==> config.mk <==
export PLATFORM = sky130hd
export DESIGN_NAME = wprot_top
export DESIGN_NICKNAME = d
export VERILOG_FILES = /design/src/rtl/wprot_pkg.sv /design/src/rtl/wprot_datapath.sv /design/src/rtl/wprot_ctrl.sv /design/src/rtl/wprot_top.sv
export SDC_FILE = /design/constraint.sdc
export NUM_CORES = 1
export LEC_CHECK = 0
export ABC_AREA = 1
export CAP_MARGIN = 15
export CORE_MARGIN = 10
export CORE_UTILIZATION = 35
export CTS_CLUSTER_DIAMETER = 40
export DETAILED_ROUTE_END_ITERATION = 10
export GPL_ROUTABILITY_DRIVEN = 0
export HOLD_SLACK_MARGIN = 0.03
export PLACE_DENSITY = 0.85
export SYNTH_ARGS = -nofsm -noshare
export SYNTH_HDL_FRONTEND = slang
export SYNTH_SLANG_ARGS = --single-unit
export TNS_END_PERCENT = 50
==> constraint.sdc <==
create_clock -name clk -period 2.8 [get_ports clk]
set_input_delay 0.42 -clock clk [delete_from_list [all_inputs] [get_ports clk]]
set_output_delay 0.42 -clock clk [all_outputs]
set_load 0.02 [all_outputs]
==> src/rtl/wprot_pkg.sv <==
package wprot_pkg;

  // Strobes from control to datapath, one cycle each
  typedef struct packed {
    logic welSet;
    logic welClr;
    logic flbSet;
    logic flbClr;
    logic wipSet;
    logic wipClr;
    logic pendLoad;
    logic nvCommit;
  } strobe_t;

  // Protection from region code and the two address MSBs
  function automatic logic regionLocked(input logic [1:0] code, input logic [1:0] msbs);
    case (code)
      2'b01:   return (msbs == 2'b11);
      2'b10:   return msbs[1];
      2'b11:   return 1'b1;
      default: return 1'b0;
    endcase
  endfunction

endpackage

==> src/rtl/wprot_datapath.sv <==
module wprot_datapath
  import wprot_pkg::*;
(
  input  logic       clk,
  input  logic       rstN,
  input  logic       porInit,
  input  strobe_t    stb,
  input  logic       pendIsStatusIn,
  input  logic [7:0] wrData,
  input  logic [1:0] addrMsbs,
  output logic       wel,
  output logic       wip,
  output logic       lockEn,
  output logic       pendIsStatus,
  output logic       addrLocked,
  output logic [7:0] statusByte
);

  logic       flb;
  logic [1:0] region;
  logic [3:0] pendFields;   // lockEn, flag, region1, region0
  logic       unusedBits;

  assign unusedBits = ^{wrData[5:4], wrData[1:0]};

  // Volatile bits, cleared by reset
  always_ff @(posedge clk or negedge rstN) begin
    if (!rstN) begin
      wel          <= 1'b0;
      flb          <= 1'b0;
      wip          <= 1'b0;
      pendIsStatus <= 1'b0;
      pendFields   <= '0;
    end else begin
      if (stb.welClr)      wel <= 1'b0;
      else if (stb.welSet) wel <= 1'b1;

      if (stb.nvCommit)    flb <= pendFields[2];
      else if (stb.flbClr) flb <= 1'b0;
      else if (stb.flbSet) flb <= 1'b1;

      if (stb.wipSet)      wip <= 1'b1;
      else if (stb.wipClr) wip <= 1'b0;

      if (stb.pendLoad) begin
        pendIsStatus <= pendIsStatusIn;
        pendFields   <= {wrData[7], wrData[6], wrData[3], wrData[2]};
      end
    end
  end

  // Lock bits survive reset; only power-on init or a finished status cycle moves them
  always_ff @(posedge clk) begin
    if (porInit) begin
      lockEn <= 1'b0;
      region <= 2'b00;
    end else if (stb.nvCommit) begin
      lockEn <= pendFields[3];
      region <= pendFields[1:0];
    end
  end

  assign addrLocked = regionLocked(region, addrMsbs);
  assign statusByte = {lockEn, flb, 2'b00, region, wel, wip};

endmodule

==> src/rtl/wprot_ctrl.sv <==
module wprot_ctrl
  import wprot_pkg::*;
(
  input  logic       cmdWelSet,
  input  logic       cmdWelFlbClr,
  input  logic       cmdFlbSet,
  input  logic       cmdStatusWr,
  input  logic [1:0] statusLowBits,
  input  logic       cmdArrayWr,
  input  logic       cmdWrDone,
  input  logic       wpN,
  input  logic       wel,
  input  logic       wip,
  input  logic       lockEn,
  input  logic       pendIsStatus,
  input  logic       addrLocked,
  output strobe_t    stb,
  output logic       pendIsStatusOut,
  output logic       statusWrAllow,
  output logic       arrayWrAllow
);

  logic romMode;
  logic statusGo;
  logic arrayGo;

  assign romMode       = lockEn && !wpN;
  assign statusWrAllow = wel && !wip && !romMode;
  assign arrayWrAllow  = wel && !wip && !addrLocked;

  assign statusGo = cmdStatusWr && !cmdArrayWr && statusWrAllow && (statusLowBits == 2'b00);
  assign arrayGo  = cmdArrayWr && !cmdStatusWr && arrayWrAllow;
  assign pendIsStatusOut = statusGo;

  always_comb begin
    stb = '0;
    if (wip) begin
      if (cmdWrDone) begin
        stb.wipClr   = 1'b1;
        stb.welClr   = 1'b1;
        stb.nvCommit = pendIsStatus;
      end
    end else if (statusGo || arrayGo) begin
      stb.wipSet   = 1'b1;
      stb.pendLoad = 1'b1;
    end else begin
      stb.welSet = cmdWelSet;
      stb.welClr = cmdWelFlbClr;
      stb.flbSet = cmdFlbSet;
      stb.flbClr = cmdWelFlbClr;
    end
  end

endmodule

==> src/rtl/wprot_top.sv <==
module wprot_top
  import wprot_pkg::*;
#(
  parameter int ADDR_W = 11
) (
  input  logic              clk,
  input  logic              rstN,
  input  logic              porInit,
  input  logic              cmdWelSet,
  input  logic              cmdWelFlbClr,
  input  logic              cmdFlbSet,
  input  logic              cmdStatusWr,
  input  logic [7:0]        statusWrData,
  input  logic              cmdArrayWr,
  input  logic [ADDR_W-1:0] arrayAddr,
  input  logic              cmdWrDone,
  input  logic              wpN,
  output logic [7:0]        statusOut,
  output logic              statusWrAllow,
  output logic              arrayWrAllow
);

  localparam int MSB_HI = ADDR_W - 1;
  localparam int MSB_LO = ADDR_W - 2;

  strobe_t    stb;
  logic       wel, wip, lockEn, pendIsStatus, addrLocked, pendIsStatusNew;
  logic [1:0] addrMsbs;

  generate
    if (ADDR_W > 2) begin : g_lowAddr
      logic unusedAddr;
      assign unusedAddr = ^arrayAddr[MSB_LO-1:0];
    end
  endgenerate

  assign addrMsbs = arrayAddr[MSB_HI:MSB_LO];

  wprot_ctrl ctrl_i (
    .cmdWelSet      (cmdWelSet),
    .cmdWelFlbClr   (cmdWelFlbClr),
    .cmdFlbSet      (cmdFlbSet),
    .cmdStatusWr    (cmdStatusWr),
    .statusLowBits  (statusWrData[1:0]),
    .cmdArrayWr     (cmdArrayWr),
    .cmdWrDone      (cmdWrDone),
    .wpN            (wpN),
    .wel            (wel),
    .wip            (wip),
    .lockEn         (lockEn),
    .pendIsStatus   (pendIsStatus),
    .addrLocked     (addrLocked),
    .stb            (stb),
    .pendIsStatusOut(pendIsStatusNew),
    .statusWrAllow  (statusWrAllow),
    .arrayWrAllow   (arrayWrAllow)
  );

  wprot_datapath dp_i (
    .clk           (clk),
    .rstN          (rstN),
    .porInit       (porInit),
    .stb           (stb),
    .pendIsStatusIn(pendIsStatusNew),
    .wrData        (statusWrData),
    .addrMsbs      (addrMsbs),
    .wel           (wel),
    .wip           (wip),
    .lockEn        (lockEn),
    .pendIsStatus  (pendIsStatus),
    .addrLocked    (addrLocked),
    .statusByte    (statusOut)
  );

endmodule

Word level (Yosys, flattened, before mapping)
Cells that the tools add are included.
{ "op_classes": {"n_eq_ne": 4, "n_mux": 18, "reduce_logical": 20} }
{ "op_table": {"columns": ["cell", "count"], "rows": [
  ["1-bit two-way mux", 15],
  ["1-bit logical AND", 9],
  ["2-bit equality test (second input constant)", 3],
  ["1-bit zero test", 6],
  ["4-bit two-way mux", 1],
  ["2-bit nonzero test", 2],
  ["3-bit two-way mux", 1],
  ["1-bit case mux with 3 select lines", 1],
  ["3-bit nonzero test", 1],
  ["2-bit by 1-bit equality test with 1-bit output (second input constant)", 1],
  ["2-bit zero test", 1],
  ["1-bit logical OR", 1]
]} }
{ "word_totals": {"register_bits": 11, "in_bits": 29, "out_inout_bits": 10, "wordCells": 49} }

Depth between registers and ports, before layout
{ "depth": {"depth_word": 12, "depth_mapped": 9, "depth_no_buf": 9} }

Hierarchy
A second synthesis with hierarchy kept.
{ "hier_totals": {"cells_unflattened": 93, "area_unflattened_um2": 690.7} }
{ "by_module_without_submodules": {"columns": ["mod", "instances", "cells_each", "area_per_inst_um2", "seq_area_each_um2"], "rows": [
  ["wprot_datapath", 1, 62, 503.0, 260.2],
  ["wprot_ctrl", 1, 31, 187.7, 0.0]
]} }

Worst setup path after synthesis
OpenSTA, ideal clock, no wires.
{ "synth_path": {"kind": "reg2out", "start": "reg dp_i.wip", "end": "out arrayWrAllow", "arrival_ns": 0.906, "required_ns": 2.380, "setup_slack_ns": 1.474, "path_stages_with_launch": 4, "path_buffers": 0, "path_cell_list": "dfrtp_1 > inv_2 > nand2_2 > a21oi_1"} }
{ "synth_via": {"elab_chain_cells": 3} }
{ "synth_rtl": {"columns": ["item", "line_no", "source"], "rows": [
  ["start, declared", "wprot_datapath.sv:12", "output logic wip,"],
  ["start signal, assigned", "wprot_datapath.sv:31", "wip <= 1'b0;"],
  ["start signal, assigned", "wprot_datapath.sv:42", "if (stb.wipSet) wip <= 1'b1;"],
  ["start signal, assigned", "wprot_datapath.sv:43", "else if (stb.wipClr) wip <= 1'b0;"],
  ["1-bit zero test", "wprot_ctrl.sv:29", "assign arrayWrAllow = wel && !wip && !addrLocked;"],
  ["1-bit logical AND (2 in series)", "wprot_ctrl.sv:29", null],
  ["end, declared", "wprot_top.sv:20", "output logic arrayWrAllow"]
]} }
No other way between the ends.

Worst setup path in the final report
{ "layout_path": {"start": "in arrayAddr[10]", "end": "out arrayWrAllow"} }
{ "layout_via": {"elab_chain_cells": 4} }
{ "layout_rtl": {"columns": ["item", "line_no", "source"], "rows": [
  ["start, declared", "wprot_top.sv:15", "input logic [ADDR_W-1:0] arrayAddr,"],
  ["2-bit equality test", "wprot_pkg.sv:18", "2'b01: return (msbs == 2'b11);"],
  ["1-bit case mux with 3 select lines *", "wprot_pkg.sv:17", "case (code)"],
  ["1-bit zero test *", "wprot_ctrl.sv:29", null],
  ["1-bit logical AND *", "wprot_ctrl.sv:29", null]
]} }
Every way passes the cells marked *; elsewhere a longest branch is shown, timed or not.

==> impl_metrics.csv <==
group,metric,value,unit
route,drt_iter0_drc,21,
synth,synthXorXnorAreaFrac,0,%
grt,grt_pass1_vias,516,
clocking,post_cts_buffers,0,
finish,seq_area,260,µm²
route,drt-total-wl,1450,µm
finish,final_cell_area,900,µm²
finish,final_common_cell,"nand2_1",
die,start_util,36.7,%
placed_design,dpl.hpwl,1240,µm
timing,grt_setup_unrepaired,"no",
pwr,p_int,0.000433,W
pwr,clock_power_share,14.7,%
critical_path,r2r-end,"dp_i.pendFields[3]",
synth,yosys_warnings,0,
finish,final_cell_mix,"28 x nand2_1, 25 x clkdlybuf4s50_1, 12 x inv_1, 8 x nor2_1, 8 x dfrtp_1",
critical_path,cp.required,2.38,ns
timing,fmax,0.466,GHz
critical_path,endpoint_kind,"primary output",
critical_path,start_kind,"primary input",
pwr,vdd_drop_max,0.000315,V
synth,syn_inst,84,
finish,finish.utilization,52.1,%
synth,synth_seq_cells,11,
timing,slew_viol_final,0,
route,ant_nets,0,
run_status,status,"finished, final reports clean",
finish,final_nets,138,
clocking,cts-htree-levels,1,
synth,yosys.area_share.adder,0,%
synth,ys_seq_area_share,41.1,%
critical_path,rrSetupSlack,1.58,ns
placed_design,postPlaceCellArea,873,µm²
hold_path,hold_path_class,"primary input to async pin",
die,core-area,1730,µm²
grt,grt-ovfl-total,0,
grt,grt_max_degree,9,
pwr,swShare,38.4,%
synth,synth_top_family_by_area,"simple AND/OR/NAND/NOR gates",
route,drt_first_pass_iters,4,
route,num_vias,550,
critical_path,crit_path_max_fanout,2,
grt,grt_use_total,7.56,%
critical_path,rr_worst_depth,8,
route,vias_per_cell,4.14,
synth,synthMuxAreaShare,0,%
critical_path,worst_ep_arrival_time,1.73,ns
route,wl_per_cell,10.9,µm
synth,synth-simple-area-share,34.2,%
route,drc,0,
die,io_pins,39,
timing,setup_viol,0,
timing,fin_crit_sh,76.7,%
flow_run,drv_cap,0,
finish,multi_input_area,275,µm²
die,die_x,62.5,µm
clocking,clock_latency,0.26,ns
timing,tns,0,ns
grt,grt_pass1_wl,2360,µm
finish,nFillCells,178,
timing,fin_crit,2.15,ns
timing,hold_violations,0,
die,die-area,3910,µm²
critical_path,path_class,"primary input to primary output",
clocking,cts_resized,0,
pwr,combPwrFrac,49.2,%
clocking,cts_tree,"built",
clocking,ctsHoldBuffers,0,
critical_path,reg2reg_from,"dp_i.wip",
placed_design,port_buffers,25,
die,die_h,62.5,µm
synth,synthesis.area,633,µm²
timing,finClkSkew,0.00157,ns
clocking,cts-buffers-inserted,3,
clocking,clk_path_buf_depth,2,
finish,diodes,0,
die,rows,15,
synth,synth_compound_gate_area_share,8.10,%
finish,area_growth,42.1,%
clocking,cts_sinks,11,
finish,drive_gt1_share,13.0,%
clocking,cts_root_buf,"clkbuf_4",
pwr,seqPwrFrac,36.1,%
synth,ys_types,20,
clocking,clkTransAtPathRegs,0.07,ns
grt,antenna_found_initial,0,
synth,syn_avg_cell_area,7.54,µm²
pwr,power.density,781,nW/µm²
pwr,p_switching,0.000270,W
pwr,p_leak,0.443,nW
==> cells in the mapped netlist <==
cell type | count | area share, %
a211oi_1 | 3 | 3.6
a21oi_1 | 1 | 0.79
buf_4 | 6 | 7.1
conb_1 | 1 | 0.59
dfrtp_1 | 8 | 32
dfxtp_1 | 3 | 9.5
inv_1 | 12 | 7.1
inv_2 | 3 | 1.8
nand2_1 | 28 | 17
nand2_2 | 1 | 0.99
nand2_4 | 2 | 3.6
nand3_2 | 1 | 1.6
nand3_4 | 1 | 2.8
nand3b_1 | 1 | 1.2
nor2_1 | 8 | 4.7
nor2_2 | 1 | 0.99
nor2_4 | 1 | 1.8
o21a_1 | 1 | 1.2
o21ai_0 | 1 | 0.79
o21bai_2 | 1 | 1.8
==> layer usage <==
metal	GRT usage (%)	up-vias	wire length, µm
met4	5.87	0	28
met3	2.87	2	97
met2	10.5	25	611
li1	-	292	-
met5	0	-	0
met1	9.04	231	716
==> worst max-delay path by stage <==
stage | startpoint | depth (start not counted) | end | slack [ns]
5_1_grt | arrayAddr[10] | 5 | arrayWrAllow | 0.63
6_report | arrayAddr[10] | 5 | arrayWrAllow | 0.65
3_5_place_dp | arrayAddr[10] | 5 | arrayWrAllow | 0.67
4_1_cts | arrayAddr[10] | 5 | arrayWrAllow | 0.66
2_1_floorplan | dp_i.wip | 3 | arrayWrAllow | 1.47
3_3_place_gp | arrayAddr[10] | 5 | arrayWrAllow | 0.66
==> stage by stage <==
| step | setup slack [ns] | total power (W) | cells | hold WS (ns) |
|---|---|---|---|---|
| 2_1_floorplan | 1.47 | 0.000501 | 85 | 0.124 |
| 3_3_place_gp | 0.665 | 0.000596 | 129 | 0.455 |
| 3_5_place_dp | 0.674 | 0.000608 | 129 | 0.459 |
| 4_1_cts | 0.662 | 0.000716 | 133 | 0.429 |
| 5_1_grt | 0.635 | 0.000759 | 133 | 0.449 |
| 6_report | 0.653 | 0.000702 | 133 | 0.432 |
==> kinds of logic after synthesis <==
group                  after synthesis
AO/OA/AOI/OAI                        7
other                                1
flip-flops                          11
AND/OR/NAND/NOR                     44
buffers and inverters               21
==> worst max-delay path: stages <==
cell and delay, ns:
clkdlybuf4s50_1 0.42, nand2_1 0.06, nand2_1 0.06, a21oi_1 0.14, clkdlybuf4s50_1 0.62
==> layout make-up <==
class	instances	share of cell area [%]
inverters	15	6.26
flip-flops and latches	11	28.9
repair buffers	25	27.8
clock buffers	4	2.92
well taps	25	3.48
multi-input cells	53	30.6
==> registers in the layout, indices dropped and copies added (netlist names) <==
register and cells:
dp_i.pendFields 4, dp_i.wel 1, dp_i.wip 1, dp_i.lockEn 1, dp_i.region 2, dp_i.pendIsStatus 1, dp_i.flb 1
==> power groups by stage <==
stage                     sequential [W]  combinational [W]  clock, W
after CTS                       0.000253           0.000352  0.000110
after floorplan                 0.000252           0.000249         0
after detailed placement        0.000256           0.000352         0
after global placement          0.000254           0.000342         0
final                           0.000254           0.000345  0.000103
after global routing            0.000260           0.000379  0.000119
(Power assumes the default switching activity.)
